[config.mk]
export PLATFORM = sky130hd
export DESIGN_NAME = mbx_cmd_engine
export DESIGN_NICKNAME = d
export VERILOG_FILES = /design/src/rtl/mbx_pkg.sv /design/src/rtl/mbx_cmd_split.sv /design/src/rtl/mbx_us_timer.sv /design/src/rtl/mbx_db_req.sv /design/src/rtl/mbx_cmd_engine.sv
export SDC_FILE = /design/constraint.sdc
export NUM_CORES = 1
export LEC_CHECK = 0
export ABC_AREA = 1
export BUFFER_PORTS_ARGS = -buffer_cell sky130_fd_sc_hd__buf_2
export CAP_MARGIN = 20
export CORE_MARGIN = 4
export CORE_UTILIZATION = 47
export CTS_CLUSTER_DIAMETER = 30
export DETAILED_ROUTE_END_ITERATION = 8
export GPL_TIMING_DRIVEN = 0
export PLACE_DENSITY = 0.88
export SYNTH_ARGS = -nofsm -noshare
export SYNTH_HDL_FRONTEND = slang
export SYNTH_SLANG_ARGS = --single-unit
[constraint.sdc]
create_clock -name clk -period 3.9 [get_ports clk]
set_input_delay 0.585 -clock clk [delete_from_list [all_inputs] [get_ports clk]]
set_output_delay 0.585 -clock clk [all_outputs]
set_load 0.02 [all_outputs]
[src/rtl/mbx_pkg.sv]
package mbx_pkg;
  localparam int WORD_W = 64;
  localparam int FIELD_W = 16;

  localparam logic [FIELD_W-1:0] CMD_TIMER  = 16'hD401;
  localparam logic [FIELD_W-1:0] FLG_START  = 16'h0001;
  localparam logic [FIELD_W-1:0] FLG_STOP   = 16'h0002;
  localparam logic [FIELD_W-1:0] FLG_RESP   = 16'h0100;
  localparam logic [FIELD_W-1:0] FLG_ACK    = 16'h0200;

  // doorbell positions are MSB-first in the bank, converted to LSB index
  localparam int DB_MSGREAD_BIT = WORD_W - 1 - 1;
  localparam int DB_TEXP_BIT    = WORD_W - 1 - 14;

  typedef struct packed {
    logic [FIELD_W-1:0] flags;
    logic [FIELD_W-1:0] seq;
    logic [FIELD_W-1:0] cmd;
  } cmd_hdr_t;
endpackage

[src/rtl/mbx_cmd_split.sv]
module mbx_cmd_split
  import mbx_pkg::*;
(
  input  logic [3*FIELD_W-1:0] hdr_bits_i,
  output cmd_hdr_t             hdr_o,
  output logic                 is_timer_o,
  output logic                 ack_o,
  output logic                 start_o,
  output logic                 stop_o
);
  assign hdr_o      = cmd_hdr_t'(hdr_bits_i);
  assign is_timer_o = (hdr_o.cmd == CMD_TIMER);
  assign ack_o      = |(hdr_o.flags & FLG_ACK);
  assign start_o    = |(hdr_o.flags & FLG_START);
  assign stop_o     = |(hdr_o.flags & FLG_STOP);
endmodule

[src/rtl/mbx_us_timer.sv]
module mbx_us_timer #(
  parameter int DUR_W = 32
) (
  input  logic             clk,
  input  logic             rst_n,
  input  logic             load_i,
  input  logic             cancel_i,
  input  logic [DUR_W-1:0] dur_i,
  input  logic             tick_i,
  output logic             fire_o
);
  logic             armed;
  logic [DUR_W-1:0] cnt;
  logic             at_zero;

  assign at_zero = (cnt == '0);
  assign fire_o  = armed && tick_i && at_zero && !load_i && !cancel_i;

  always_ff @(posedge clk) begin
    if (!rst_n) begin
      armed <= 1'b0;
      cnt   <= '0;
    end else if (cancel_i) begin
      armed <= 1'b0;
    end else if (load_i) begin
      armed <= 1'b1;
      cnt   <= dur_i;
    end else if (armed && tick_i) begin
      if (at_zero) armed <= 1'b0;
      else         cnt   <= cnt - 1'b1;
    end
  end


  cancel_kills_chk: assert property (@(posedge clk) disable iff (!rst_n)
    cancel_i |=> !fire_o);

  one_shot_chk: assert property (@(posedge clk) disable iff (!rst_n)
    fire_o |=> !fire_o);

  count_step_chk: assert property (@(posedge clk) disable iff (!rst_n)
    (armed && tick_i && !at_zero && !load_i && !cancel_i) |=> (cnt == $past(cnt) - 1'b1));

  reload_chk: assert property (@(posedge clk) disable iff (!rst_n)
    (load_i && !cancel_i) |=> (armed && cnt == $past(dur_i)));
endmodule

[src/rtl/mbx_db_req.sv]
module mbx_db_req
  import mbx_pkg::*;
(
  input  logic              clk,
  input  logic              rst_n,
  input  logic              ack_req_i,
  input  logic              exp_req_i,
  output logic [WORD_W-1:0] db_set_o
);
  logic [WORD_W-1:0] nxt;

  for (genvar b = 0; b < WORD_W; b++) begin : g_bit
    if (b == DB_MSGREAD_BIT) begin : g_ack
      assign nxt[b] = ack_req_i;
    end else if (b == DB_TEXP_BIT) begin : g_exp
      assign nxt[b] = exp_req_i;
    end else begin : g_zero
      assign nxt[b] = 1'b0;
    end
  end

  always_ff @(posedge clk) begin
    if (!rst_n) db_set_o <= '0;
    else        db_set_o <= nxt;
  end
endmodule

[src/rtl/mbx_cmd_engine.sv]
module mbx_cmd_engine
  import mbx_pkg::*;
#(
  parameter int DUR_W = 32
) (
  input  logic              clk,
  input  logic              rst_n,
  input  logic              msg_go_i,
  input  logic [WORD_W-1:0] mbox_w0_i,
  input  logic [WORD_W-1:0] mbox_w1_i,
  input  logic              us_tick_i,
  output logic [WORD_W-1:0] db_set_o,
  output logic              unsup_o
);
  cmd_hdr_t hdr;
  logic     is_timer, ack, start, stop;
  logic     t_load, t_cancel, t_fire;

  mbx_cmd_split u_split (
    .hdr_bits_i (mbox_w0_i[3*FIELD_W-1:0]),
    .hdr_o      (hdr),
    .is_timer_o (is_timer),
    .ack_o      (ack),
    .start_o    (start),
    .stop_o     (stop)
  );

  assign t_load   = msg_go_i && is_timer && start;
  assign t_cancel = msg_go_i && is_timer && stop;

  mbx_us_timer #(.DUR_W(DUR_W)) u_timer (
    .clk      (clk),
    .rst_n    (rst_n),
    .load_i   (t_load),
    .cancel_i (t_cancel),
    .dur_i    (mbox_w1_i[DUR_W-1:0]),
    .tick_i   (us_tick_i),
    .fire_o   (t_fire)
  );

  mbx_db_req u_db (
    .clk       (clk),
    .rst_n     (rst_n),
    .ack_req_i (msg_go_i && ack),
    .exp_req_i (t_fire),
    .db_set_o  (db_set_o)
  );

  always_ff @(posedge clk) begin
    if (!rst_n) unsup_o <= 1'b0;
    else        unsup_o <= msg_go_i && !is_timer;
  end

  logic unused_bits;
  if (DUR_W < WORD_W) begin : g_hi
    assign unused_bits = ^{mbox_w0_i[WORD_W-1:3*FIELD_W], hdr, mbox_w1_i[WORD_W-1:DUR_W]};
  end else begin : g_full
    assign unused_bits = ^{mbox_w0_i[WORD_W-1:3*FIELD_W], hdr};
  end


  ack_src_chk: assert property (@(posedge clk) disable iff (!rst_n)
    db_set_o[DB_MSGREAD_BIT] |-> $past(msg_go_i && (mbox_w0_i[47:32] & FLG_ACK) != '0));

  unsup_src_chk: assert property (@(posedge clk) disable iff (!rst_n)
    unsup_o |-> $past(msg_go_i && mbox_w0_i[15:0] != CMD_TIMER));

  exp_src_chk: assert property (@(posedge clk) disable iff (!rst_n)
    db_set_o[DB_TEXP_BIT] |-> $past(us_tick_i));
endmodule

==> results of run 1 <==
-- final cells by class --
class	instances	area [µm²]	area share
multi-input cells	456	2000	0.513
well taps	77	96.3	0.0247
plain buffers	78	576	0.148
flip-flops and latches	36	721	0.185
repair buffers	56	280	0.0719
inverters	35	131	0.0337
clock buffers	7	96.3	0.0247
-- power breakdown --
group	total, W	internal, W	switching (W)	leakage [nW]
sequential	0.000369	0.000368	0.000000230	0.290
combinational	0.000150	0.0000651	0.0000852	1.87
clock	0.000295	0.000157	0.000138	0.0503
-- state kept, by name (all words and copies together) (netlist names) --
name,cells
u_timer.armed,1
u_db.db_set_o,2
unsup_o,1
u_timer.cnt,32
-- routing by layer --
metal  share of wire  wire [µm]
met2            0.46       3800
met4           0.012         95
met1            0.44       3570
met3           0.087        715
met5               0          0
-- synth_stat cells --
cell type                  instances
sky130_fd_sc_hd__nor2_4            1
sky130_fd_sc_hd__o21ai_0          14
sky130_fd_sc_hd__buf_6             5
sky130_fd_sc_hd__conb_1            1
sky130_fd_sc_hd__clkbuf_1          3
sky130_fd_sc_hd__a31oi_1           2
sky130_fd_sc_hd__o21bai_1          5
sky130_fd_sc_hd__nor2_2            6
sky130_fd_sc_hd__nand4_2           1
sky130_fd_sc_hd__buf_2             7
sky130_fd_sc_hd__dfxtp_1          36
sky130_fd_sc_hd__inv_1            33
sky130_fd_sc_hd__inv_2             2
sky130_fd_sc_hd__nand2_1         196
sky130_fd_sc_hd__xor2_1            7
sky130_fd_sc_hd__buf_4            63
sky130_fd_sc_hd__ha_1              1
sky130_fd_sc_hd__nand2_2           3
sky130_fd_sc_hd__a21oi_1          32
sky130_fd_sc_hd__nand3_1          31
sky130_fd_sc_hd__nand4_1           7
sky130_fd_sc_hd__nor2_8            1
sky130_fd_sc_hd__o21ai_1           2
sky130_fd_sc_hd__nor3_1            1
sky130_fd_sc_hd__nand3_4           1
sky130_fd_sc_hd__and2_1            2
sky130_fd_sc_hd__nor2_1           75
sky130_fd_sc_hd__nand3b_1          1
sky130_fd_sc_hd__xnor2_1           5
-- final timing paths --
check | start | to | slack (ns) | cells past startpoint
setup reg to reg | u_timer.cnt[0] | u_timer.cnt[12] | 1.94 | 12
hold reg to reg | u_timer.armed | u_timer.armed | 0.47 | 2
setup / recovery | u_timer.cnt[0] | u_timer.cnt[12] | 1.94 | 12
hold / removal | u_timer.armed | u_timer.armed | 0.47 | 2
-- cell families (layout without fill, tap and decap cells) --
| logic type | Yosys count | count (layout) | synth area share |
|---|---|---|---|
| AO/OA/AOI/OAI | 55 | 55 | 0.0908 |
| XOR/XNOR | 12 | 12 | 0.0329 |
| adder cells (fa/ha/maj) | 1 | 1 | 0.00391 |
| buffers and inverters | 113 | 176 | 0.221 |
| flip-flops | 36 | 36 | 0.225 |
| other | 1 | 62 | 0.00117 |
| AND/OR/NAND/NOR | 326 | 326 | 0.425 |
-- worst register-to-register path, cell delays in order, from the launching register on --
cell and delay [ns]:
sky130_fd_sc_hd__dfxtp_1 0.33, sky130_fd_sc_hd__inv_1 0.09, sky130_fd_sc_hd__ha_1 0.26, sky130_fd_sc_hd__nand2_1 0.14
sky130_fd_sc_hd__nor2_4 0.18, sky130_fd_sc_hd__nand2_1 0.08, sky130_fd_sc_hd__nor2_2 0.15, sky130_fd_sc_hd__nand2_2 0.10
sky130_fd_sc_hd__nand2_2 0.13, sky130_fd_sc_hd__nor2_8 0.06, sky130_fd_sc_hd__buf_4 0.17, sky130_fd_sc_hd__nand2_1 0.06
sky130_fd_sc_hd__a21oi_1 0.06
-- metrics by stage --
step / worst slack (ns) / cells / total power [W] / hold WS, ns / util
2_1_floorplan: 2.15 / 605 / 0.000490 / 0.436 / -
3_5_place_dp: 1.75 / 738 / 0.000524 / 0.454 / 0.586
6_report: 1.94 / 745 / 0.000814 / 0.470 / 0.600
5_1_grt: 1.78 / 745 / 0.000843 / 0.492 / 0.600
3_3_place_gp: 1.82 / 738 / 0.000523 / 0.445 / 0.586
4_1_cts: 1.96 / 745 / 0.000815 / 0.464 / 0.600
==> tab_implementation.tex, run 1 <==
\begin{tabular}{lr}
\hline
Metric & Value \\
\hline
\multicolumn{2}{l}{\textbf{Route}} \\
\quad Total number of vias & between 3000 and 4000 \\
\quad Remaining antenna violation count after routing & 0 \\
\quad Wire length per cell & between 10 and 15 µm \\
\quad Number of detailed-route iterations in the first pass & 5 \\
\quad DR DRC count & 0 \\
\quad Count of routing violations after the opening detailed-route iteration & 214 \\
\quad Vias per cell & 4.64 \\
\quad Aggregate routed wire length & 8180 µm \\
\multicolumn{2}{l}{\textbf{Synthesis}} \\
\quad Post-Synthesis Cells & approximately 540 \\
\quad Share of synthesized area occupied by flip-flops and latches & 0.225 \\
\quad Number of warning messages in the yosys log & 0 \\
\quad Area of the mapped netlist & 0.00320 mm² \\
\quad Share of Yosys cell area claimed by the top area cell type & 0.230 \\
\quad Most area-hungry cell type in the Yosys netlist & sky130\_fd\_sc\_hd\_\_nand2\_1 \\
\quad Number of storage elements in the synthesis netlist & 36 \\
\quad Leading cell types by total area after synthesis & sky130\_fd\_sc\_hd\_\_nand2\_1, sky130\_fd\_sc\_hd\_\_dfxtp\_1, sky130\_fd\_sc\_hd\_\_buf\_4 \\
\quad Synthesized area per cell & between 5 and 6 µm² \\
\quad Number of unique standard cell types used by synthesis & 29 \\
\multicolumn{2}{l}{\textbf{Cells and area}} \\
\quad Fraction of final layout cells with drive strength greater than 1 & 0.229 \\
\quad Final net count & about 800 \\
\quad Number of fill cells & roughly 670 \\
\quad Final std cell area, no fill & just under 0.004 mm² \\
\quad Leading cell type in the layout, fill and taps excluded & sky130\_fd\_sc\_hd\_\_nand2\_1 \\
\quad Area Overhead vs Synth & 21.9\% \\
\quad Most frequent cells in the layout & sky130\_fd\_sc\_hd\_\_nand2\_1, sky130\_fd\_sc\_hd\_\_nor2\_1, sky130\_fd\_sc\_hd\_\_buf\_2, sky130\_fd\_sc\_hd\_\_buf\_4, sky130\_fd\_sc\_hd\_\_conb\_1 \\
\quad Total inserted antenna cells & 0 \\
\multicolumn{2}{l}{\textbf{CTS}} \\
\quad Root buf cell & sky130\_fd\_sc\_hd\_\_clkbuf\_8 \\
\quad Number of H-tree branching levels & 2 \\
\quad Total number of clock tree sinks & 36 \\
\quad Buffers from clock root to sink, at most & 2 \\
\quad Number of buffers inserted for hold repair after clock tree synthesis & 0 \\
\quad Clock slew seen by the registers of the worst setup and hold paths & 0.07 ns \\
\quad Number of clock buffers inserted by TritonCTS & 5 \\
\quad TritonCTS clock tree & built \\
\quad Post-CTS Setup Bufs & 0 \\
\quad Cts repair resizes & 0 \\
\quad Insertion delay of the later-clocked pin in the worst-skew pair & roughly 0.30 ns \\
\multicolumn{2}{l}{\textbf{Global route}} \\
\quad Via count of the first global-routing pass & around 3100 \\
\quad Busiest layer in global routing & met2 \\
\quad Maximum number of pins on one net before global-route repair & 11 \\
\quad GRT met1 Usage & 0.249 \\
\quad Met2 layer usage reported by global route & 0.333 \\
\quad Number of antenna violations at the first check in global routing & 0 \\
\quad Met3 usage & 0.0425 \\
\quad Grt total ovfl & 0 \\
\quad Gr usage total & 0.197 \\
\quad Wire length of the first global-routing pass & approximately 14000 µm \\
\multicolumn{2}{l}{\textbf{Timing}} \\
\quad Number of endpoints failing setup at the final stage & 0 \\
\quad Setup TNS Final & 0 ns \\
\quad Number of endpoints with negative hold slack in the final report & 0 \\
\quad Share of the clock period used by the worst path & 0.501 \\
\quad Max-slew headroom & 0.629 \\
\quad RSZ-0062 raised after global routing & no \\
\quad Largest clock skew in the final design & 0.00834 ns \\
\quad Transition time of the tightest slew-check pin & $\sim$0.56 ns \\
\quad Final count of pins violating max slew & 0 \\
\quad Post-layout minimum cycle time & $\sim$2 ns \\
\quad Achievable clock frequency & around 500 MHz \\
\multicolumn{2}{l}{\textbf{Worst setup path}} \\
\quad Path type of the worst setup path & reg -> reg \\
\quad Critical Path Source Type & flip-flop \\
\quad Top delay family on crit path & simple AND/OR/NAND/NOR gates \\
\quad Critical path's slowest cell & sky130\_fd\_sc\_hd\_\_dfxtp\_1 \\
\quad Crit path largest cell delay & 0.33 ns \\
\quad Data required time at the worst endpoint & slightly above 4 ns \\
\quad CP arrival & roughly 2.1 ns \\
\quad Number of buffer and inverter instances along the worst setup path & 2 \\
\quad Max Fanout on Critical Path & 10 \\
\quad Element type at the critical path end & flip-flop \\
\quad Most common cell type on the critical path & sky130\_fd\_sc\_hd\_\_nand2\_1 \\
\quad Worst-path cell chain & inv\_1 > ha\_1 > nand2\_1 > nor2\_4 > nand2\_1 > nor2\_2 > nand2\_2 > nand2\_2 > nor2\_8 > buf\_4 > nand2\_1 > a21oi\_1 \\
\multicolumn{2}{l}{\textbf{Placed design}} \\
\quad Placed wire-length estimate & 6670 µm \\
\quad Gp weighted congestion & between 0.9 and 1 \\
\quad Cell Area, Placed & 0.00380 mm² \\
\quad Count of buffers inserted at the top-level ports & 56 \\
\multicolumn{2}{l}{\textbf{Floorplan}} \\
\quad Die boundary width & between 90 and 100 µm \\
\quad Core Footprint & between 0.006 and 0.007 mm² \\
\quad Standard-cell row count & 29 \\
\quad Initial core utilization & 0.492 \\
\quad Die span in y & about 90 µm \\
\quad Die outline area & around 0.008 mm² \\
\quad Ports & about 200 \\
\multicolumn{2}{l}{\textbf{Pwr}} \\
\quad Leakage & around 2.2 nW \\
\quad Worst VDD drop & $\sim$0.12 mV \\
\quad Cell Pwr Density & around 210 mW/mm² \\
\multicolumn{2}{l}{\textbf{Run}} \\
\quad Max capacitance violation total & 0 \\
\multicolumn{2}{l}{\textbf{Outcome}} \\
\quad Status & complete, no violations \\
\multicolumn{2}{l}{\textbf{Worst hold path}} \\
\quad Class of the worst hold path & reg -> reg \\
\hline
\end{tabular}
Note: power is estimated with default switching activity, not from simulation.
==> run 2: changes to the inputs <==
Settings changed: CORE_UTILIZATION 47 to 44, PLACE_DENSITY 0.88 to 0.83.
Clock period 3.9 ns to 1.9 ns, I/O delays scaled along.
==> run 2 against run 1 <==
Against the previous run: final cell count is 2.8% higher; clock skew fell by 0.0027 ns; maximum frequency grew 13%; worst hold slack worse by 0.26 ns; sequential power grew 110%; critical path type unchanged; highest routed layer unchanged.
==> tab_implementation.tex, run 2 (same netlist as run 1, synthesis figures left out) <==
\begin{tabular}{lr}
\hline
Metric & Value \\
\hline
\multicolumn{2}{l}{\textbf{Timing}} \\
\quad Share of the clock period used by the worst path & 0.907 (+0.406) \\
\quad Number of endpoints with negative hold slack in the final report & 0 (unchanged) \\
\quad Achievable clock frequency & 580 MHz (+13\%) \\
\quad Transition time of the tightest slew-check pin & 0.570 ns (+0.0136 ns) \\
\quad RSZ-0062 raised after global routing & no \\
\quad Post-layout minimum cycle time & 1.72 ns (-0.232 ns) \\
\quad Largest clock skew in the final design & 0.00566 ns (-0.00268 ns) \\
\quad Final count of pins violating max slew & 0 (unchanged) \\
\quad Number of endpoints failing setup at the final stage & 0 (unchanged) \\
\quad Max-slew headroom & 0.620 (-0.00908) \\
\multicolumn{2}{l}{\textbf{Global route}} \\
\quad Via count of the first global-routing pass & 3175 (+0.89\%) \\
\quad Wire length of the first global-routing pass & 14100 µm (+2.8\%) \\
\quad Maximum number of pins on one net before global-route repair & 11 (unchanged) \\
\quad Gr usage total & 0.198 (+0.000629) \\
\quad Grt total ovfl & 0 (unchanged) \\
\quad Number of antenna violations at the first check in global routing & 0 (unchanged) \\
\multicolumn{2}{l}{\textbf{Worst setup path}} \\
\quad Most common cell type on the critical path & sky130\_fd\_sc\_hd\_\_nand2\_1 \\
\quad Worst-path cell chain & inv\_2 > ha\_4 > nand2\_1 > nor2\_4 > nand2\_1 > nor2\_2 > nand2\_2 > nand2\_2 > nor2\_8 > buf\_6 > nand2\_1 > a21oi\_1 \\
\quad Max Fanout on Critical Path & 10 (unchanged) \\
\quad Top delay family on crit path & simple AND/OR/NAND/NOR gates \\
\quad Element type at the critical path end & flip-flop \\
\quad Crit path largest cell delay & 0.33 ns (about the same) \\
\quad Critical path's slowest cell & sky130\_fd\_sc\_hd\_\_dfxtp\_1 \\
\quad Path type of the worst setup path & reg -> reg \\
\quad CP arrival & 1.88 ns (-0.24 ns) \\
\quad Number of buffer and inverter instances along the worst setup path & 2 (unchanged) \\
\quad Critical Path Source Type & flip-flop \\
\quad Data required time at the worst endpoint & 2.06 ns (-2.00 ns) \\
\multicolumn{2}{l}{\textbf{Route}} \\
\quad DR DRC count & 0 (unchanged) \\
\quad Total number of vias & 3485 (+0.72\%) \\
\quad Number of detailed-route iterations in the first pass & 5 (unchanged) \\
\quad Aggregate routed wire length & 8580 µm (+5.0\%) \\
\quad Vias per cell & 4.55 (-2.0\%) \\
\quad Count of routing violations after the opening detailed-route iteration & 247 (+15\%) \\
\quad Wire length per cell & 11.2 µm (+2.1\%) \\
\quad Remaining antenna violation count after routing & 0 (unchanged) \\
\multicolumn{2}{l}{\textbf{Pwr}} \\
\quad Power after layout & 0.00167 W (+100\%) \\
\quad Cell Pwr Density & 420 mW/mm² (+100\%) \\
\quad Leakage & 2.23 nW (+0.80\%) \\
\quad Worst VDD drop & 0.255 mV (+120\%) \\
\multicolumn{2}{l}{\textbf{Cells and area}} \\
\quad Leading cell type in the layout, fill and taps excluded & sky130\_fd\_sc\_hd\_\_nand2\_1 \\
\quad Top Registers & u\_timer.cnt x32, u\_db.db\_set\_o x2 \\
\quad Number of fill cells & 707 (+6.0\%) \\
\quad Total inserted antenna cells & 0 (unchanged) \\
\quad Area Overhead vs Synth & 24.1\% \\
\quad Layout Cells excl Fill & 766 (+2.8\%) \\
\quad Most frequent cells in the layout & sky130\_fd\_sc\_hd\_\_nand2\_1, sky130\_fd\_sc\_hd\_\_nor2\_1, sky130\_fd\_sc\_hd\_\_buf\_4 \\
\quad Fraction of final layout cells with drive strength greater than 1 & 0.239 (+0.00976) \\
\quad Largest register FFs & 32 (unchanged) \\
\quad Final net count & 803 (+0.25\%) \\
\quad Layout Utilization & 0.572 (-0.0288) \\
\quad Top register by number of flip-flops & u\_timer.cnt \\
\multicolumn{2}{l}{\textbf{Floorplan}} \\
\quad Die outline area & 0.00870 mm² (+6.2\%) \\
\quad Ports & 197 (unchanged) \\
\quad Die span in y & 93.3 µm (+3.1\%) \\
\quad Initial core utilization & 0.461 (-0.0319) \\
\quad Core Footprint & 0.00694 mm² (+6.9\%) \\
\quad Die boundary width & 93.3 µm (+3.1\%) \\
\quad Standard-cell row count & 30 (+3.4\%) \\
\multicolumn{2}{l}{\textbf{Placed design}} \\
\quad Placed wire-length estimate & 6900 µm (+3.5\%) \\
\quad Inst Count DP & 757 (+2.6\%) \\
\quad Count of buffers inserted at the top-level ports & 56 (unchanged) \\
\quad Gp weighted congestion & 0.951 (-4.2\%) \\
\multicolumn{2}{l}{\textbf{CTS}} \\
\quad Number of H-tree branching levels & 2 (unchanged) \\
\quad Root buf cell & sky130\_fd\_sc\_hd\_\_clkbuf\_8 \\
\quad Number of clock buffers inserted by TritonCTS & 5 (unchanged) \\
\quad Clock slew seen by the registers of the worst setup and hold paths & 0.07 ns (about the same) \\
\quad TritonCTS clock tree & built \\
\quad Total number of clock tree sinks & 36 (unchanged) \\
\quad Insertion delay of the later-clocked pin in the worst-skew pair & 0.29 ns (about the same) \\
\quad Buffers from clock root to sink, at most & 2 (unchanged) \\
\quad Number of buffers inserted for hold repair after clock tree synthesis & 0 (unchanged) \\
\multicolumn{2}{l}{\textbf{Worst hold path}} \\
\quad Class of the worst hold path & in -> reg \\
\multicolumn{2}{l}{\textbf{Run}} \\
\quad Max capacitance violation total & 0 (unchanged) \\
\multicolumn{2}{l}{\textbf{Outcome}} \\
\quad Status & complete, no violations \\
\hline
\end{tabular}
## run 2: cell count changes in the layout (fill, tap and decap cells not counted), sizes merged
cell  previous run  this run
buf            131       133
## run 2: layout make-up
type	count	area, µm²	share of cell area
sequential	36	721	0.182
tap	96	120	0.0303
clock buffer	7	96.3	0.0243
buffer	78	579	0.146
timing repair buffer	58	295	0.0744
multi-input combinational	456	2030	0.511
inverter	35	131	0.0331
## run 2: final timing paths
path,start,to,slack [ns],cells after the start
hold / removal,mbox_w0_i[41],u_db.db_set_o[62],0.21,3
setup / recovery,u_timer.cnt[0],u_timer.cnt[26],0.18,12
setup reg to reg,u_timer.cnt[0],u_timer.cnt[26],0.18,12
hold reg to reg,u_timer.armed,u_timer.armed,0.47,2
## run 2: per-layer routing
layer | track usage | share of wire
met1 | 0.245 | 0.43
met2 | 0.340 | 0.46
met3 | 0.0426 | 0.096
met4 | 0.0623 | 0.014
met5 | 0 | 0
## run 2: power by group
| group | switching (W) | internal (W) |
|---|---|---|
| clock | 0.000279 | 0.000323 |
| combinational | 0.000175 | 0.000134 |
| sequential | 0.000000674 | 0.000756 |
## run 2: repair_timing
item / CTS / global route
setup endpoints to repair: 8 / 31
buffers inserted: 0 / 2
pin swaps: 0 / 1
resized for setup: 1 / 9
## run 2: worst register-to-register path, delay by kind of cell (launching register included)
kind / cells / cell delay (ns)
fa+ha+maj: 1 / 0.16
compound gates: 1 / 0.05
buf+inv: 2 / 0.23
flops: 1 / 0.33
simple gates: 8 / 0.83
## run 2: stage by stage
stage	setup TNS (ns)	cell area, µm²	hold WS (ns)	setup WS [ns]
global route	0	3970	0.203	0.0173
global placement	0	3830	0.446	0.0373
floorplan	0	3430	0.405	0.231
CTS	0	3930	0.209	0.0130
finish	0	3970	0.214	0.176
detailed placement	-0.00816	3830	0.460	-0.00496
==> run 3: changes to the inputs <==
Settings changed: CAP_MARGIN 20 to unset, CORE_ASPECT_RATIO set to 1.75, CORE_MARGIN 4 to 2.
==> run 3 against run 2 <==
Against the previous run: first-iteration DRC count fell by 23%; utilization fell by 0.88 points; sequential power barely moved; maximum frequency down 5.0%; non-clock buffer count stayed put; die area is 8.1% lower; largest power group is now clock.
==> tab_implementation.tex, run 3 (same netlist as run 1, synthesis figures left out) <==
\begin{tabular}{lr}
\hline
Metric & Value \\
\hline
\multicolumn{2}{l}{\textbf{Worst setup path}} \\
\quad Data required time at the worst endpoint & 2.05 ns (about the same) \\
\quad Element type at the critical path end & flip-flop \\
\quad Reg-to-reg slack, setup & 0.09 ns (-0.09 ns) \\
\quad Path type of the worst setup path & reg -> reg \\
\quad Most common cell type on the critical path & sky130\_fd\_sc\_hd\_\_nand2\_1 \\
\quad Max Fanout on Critical Path & 10 (unchanged) \\
\quad Critical Path Source Type & flip-flop \\
\quad CP arrival & 1.96 ns (+0.08 ns) \\
\quad Crit path largest cell delay & 0.31 ns (-0.02 ns) \\
\quad Worst-path cell chain & inv\_1 > ha\_4 > nand2\_1 > nor2\_4 > nand2\_1 > nor2\_2 > nand2\_2 > nand2\_2 > nor2\_8 > buf\_4 > nand2\_1 > a21oi\_1 \\
\quad Critical path's slowest cell & sky130\_fd\_sc\_hd\_\_dfxtp\_1 \\
\multicolumn{2}{l}{\textbf{Route}} \\
\quad Vias per cell & 4.66 (+2.5\%) \\
\quad Wire length per cell & 11.5 µm (+2.8\%) \\
\quad Count of routing violations after the opening detailed-route iteration & 189 (-23\%) \\
\quad Number of detailed-route iterations in the first pass & 5 (unchanged) \\
\quad DR DRC count & 0 (unchanged) \\
\quad Total number of vias & 3530 (+1.3\%) \\
\quad Remaining antenna violation count after routing & 0 (unchanged) \\
\quad Aggregate routed wire length & 8720 µm (+1.6\%) \\
\multicolumn{2}{l}{\textbf{Placed design}} \\
\quad Count of buffers inserted at the top-level ports & 56 (unchanged) \\
\quad Placed wire-length estimate & 7030 µm (+1.8\%) \\
\quad Cell Area, Placed & 0.00381 mm² (-0.33\%) \\
\quad Gp weighted congestion & 0.958 (+0.73\%) \\
\multicolumn{2}{l}{\textbf{CTS}} \\
\quad Number of H-tree branching levels & 2 (unchanged) \\
\quad Insertion delay of the later-clocked pin in the worst-skew pair & 0.29 ns (about the same) \\
\quad TritonCTS clock tree & built \\
\quad Buffers from clock root to sink, at most & 2 (unchanged) \\
\quad Root buf cell & sky130\_fd\_sc\_hd\_\_clkbuf\_16 \\
\quad Total number of clock tree sinks & 36 (unchanged) \\
\quad Number of clock buffers inserted by TritonCTS & 5 (unchanged) \\
\quad Clock slew seen by the registers of the worst setup and hold paths & 0.06 ns (about the same) \\
\multicolumn{2}{l}{\textbf{Pwr}} \\
\quad Internal & 0.00151 W (+24\%) \\
\quad Relative contribution of the clock network to total power & 0.472 (+0.111) \\
\quad Sw Share & 0.254 (-0.0193) \\
\quad Leakage & 2.25 nW (+1.2\%) \\
\quad Switch Pwr & 0.000512 W (+13\%) \\
\quad Cell Pwr Density & 503 mW/mm² (+20\%) \\
\quad Worst VDD drop & 0.431 mV (+69\%) \\
\quad Seq pwr share & 0.375 (-0.079) \\
\quad Fraction of power consumed by combinational cells & 0.153 (-0.032) \\
\multicolumn{2}{l}{\textbf{Timing}} \\
\quad Transition time of the tightest slew-check pin & 0.561 ns (-0.00907 ns) \\
\quad Number of endpoints failing setup at the final stage & 0 (unchanged) \\
\quad Max-slew headroom & 0.626 (+0.00605) \\
\quad Post-layout minimum cycle time & 1.81 ns (+0.0898 ns) \\
\quad Achievable clock frequency & 551 MHz (-5.0\%) \\
\quad Final count of pins violating max slew & 0 (unchanged) \\
\quad Largest clock skew in the final design & 0.00815 ns (+0.00249 ns) \\
\quad Min Hold Slack & 0.212 ns (-0.00178 ns) \\
\quad Share of the clock period used by the worst path & 0.954 (+0.0473) \\
\quad Number of endpoints with negative hold slack in the final report & 0 (unchanged) \\
\multicolumn{2}{l}{\textbf{Global route}} \\
\quad Grt total ovfl & 0 (unchanged) \\
\quad Number of antenna violations at the first check in global routing & 0 (unchanged) \\
\quad Gr usage total & 0.228 (+0.0299) \\
\quad Busiest layer in global routing & met2 \\
\quad Met3 usage & 0.0354 (-0.00727) \\
\quad Wire length of the first global-routing pass & 13800 µm (-1.8\%) \\
\quad GRT met1 Usage & 0.228 (-0.0171) \\
\quad Via count of the first global-routing pass & 3211 (+1.1\%) \\
\quad Maximum number of pins on one net before global-route repair & 12 (+1) \\
\quad Met2 layer usage reported by global route & 0.424 (+0.0836) \\
\multicolumn{2}{l}{\textbf{Cells and area}} \\
\quad Top register by number of flip-flops & u\_timer.cnt \\
\quad Most frequent cells in the layout & sky130\_fd\_sc\_hd\_\_nand2\_1, sky130\_fd\_sc\_hd\_\_nor2\_1, sky130\_fd\_sc\_hd\_\_buf\_4 \\
\quad Total inserted antenna cells & 0 (unchanged) \\
\quad Leading cell type in the layout, fill and taps excluded & sky130\_fd\_sc\_hd\_\_nand2\_1 \\
\quad Largest register FFs & 32 (unchanged) \\
\quad Final std cell area, no fill & 0.00401 mm² (+1.1\%) \\
\quad Top Registers & u\_timer.cnt x32, u\_db.db\_set\_o x2 \\
\quad Final net count & 803 (unchanged) \\
\quad Fraction of final layout cells with drive strength greater than 1 & 0.235 (-0.00334) \\
\quad Area Overhead vs Synth & 25.5\% \\
\multicolumn{2}{l}{\textbf{Floorplan}} \\
\quad Initial core utilization & 0.448 (-0.0120) \\
\quad Ports & 197 (unchanged) \\
\quad Die boundary width & 68.4 µm (-27\%) \\
\quad Die span in y & 117 µm (+25\%) \\
\quad Standard-cell row count & 41 (+37\%) \\
\quad Die outline area & 0.00799 mm² (-8.1\%) \\
\quad Core Footprint & 0.00713 mm² (+2.7\%) \\
\multicolumn{2}{l}{\textbf{Worst hold path}} \\
\quad Class of the worst hold path & in -> reg \\
\multicolumn{2}{l}{\textbf{Run}} \\
\quad Max capacitance violation total & 0 (unchanged) \\
\multicolumn{2}{l}{\textbf{Outcome}} \\
\quad Status & complete, no violations \\
\hline
\end{tabular}
## run 3: path summary, 6_finish.rpt
| path | endpoint | cells past startpoint | from |
|---|---|---|---|
| worst min register to register | u_timer.armed | 2 | u_timer.armed |
| worst max register to register | u_timer.cnt[31] | 12 | u_timer.cnt[1] |
| worst max-delay path | u_timer.cnt[31] | 12 | u_timer.cnt[1] |
| worst min-delay path | u_db.db_set_o[62] | 3 | mbox_w0_i[41] |
## run 3: cell type report
class | count | area [µm²]
clock inverter | 2 | 35.0
tap | 86 | 108
buffer | 78 | 576
inverter | 35 | 131
fill | 736 | 3120
sequential | 36 | 721
clock buffer | 6 | 129
timing repair buffer | 58 | 295
multi-input combinational | 456 | 2020
## run 3: timing repair
item / CTS / global route
buffers inserted: 0 / 2
gates cloned: 0 / 0
pin swaps: 1 / 1
hold buffers: 0 / 0
setup endpoints to repair: 20 / 30
resized for setup: 1 / 5
## run 3: metrics by stage
| stage | setup TNS [ns] | total power [W] | setup slack [ns] | utilization | cells |
|---|---|---|---|---|---|
| after global routing | -0.172 | 0.00209 | -0.0329 | 0.563 | 757 |
| after floorplan | 0 | 0.00101 | 0.231 | - | 605 |
| final | 0 | 0.00202 | 0.0865 | 0.563 | 757 |
| after CTS | 0 | 0.00203 | 0.00591 | 0.558 | 755 |
| after global placement | 0 | 0.00107 | 0.0118 | 0.535 | 747 |
| after detailed placement | -0.269 | 0.00108 | -0.0410 | 0.535 | 747 |
## run 3: critical path: cells and delay by family (launching register included)
family / cells / cell delay [ns]
adder cells (fa/ha/maj): 1 / 0.17
AND/OR/NAND/NOR: 8 / 0.84
AO/OA/AOI/OAI: 1 / 0.05
buffers and inverters: 2 / 0.29
flip-flops: 1 / 0.31
## run 3: power by group through the flow
stage	Clock [W]	Combinational [W]	Sequential, W
floorplan	0	0.000230	0.000776
global placement	0	0.000299	0.000774
detailed placement	0	0.000303	0.000774
CTS	0.000971	0.000303	0.000757
global route	0.000991	0.000339	0.000757
finish	0.000954	0.000309	0.000757
## run 3: layer usage
layer,wire length [µm],part of all wire
met3,578,0.066
met1,3140,0.36
met5,0,0
met2,4670,0.54
met4,334,0.038
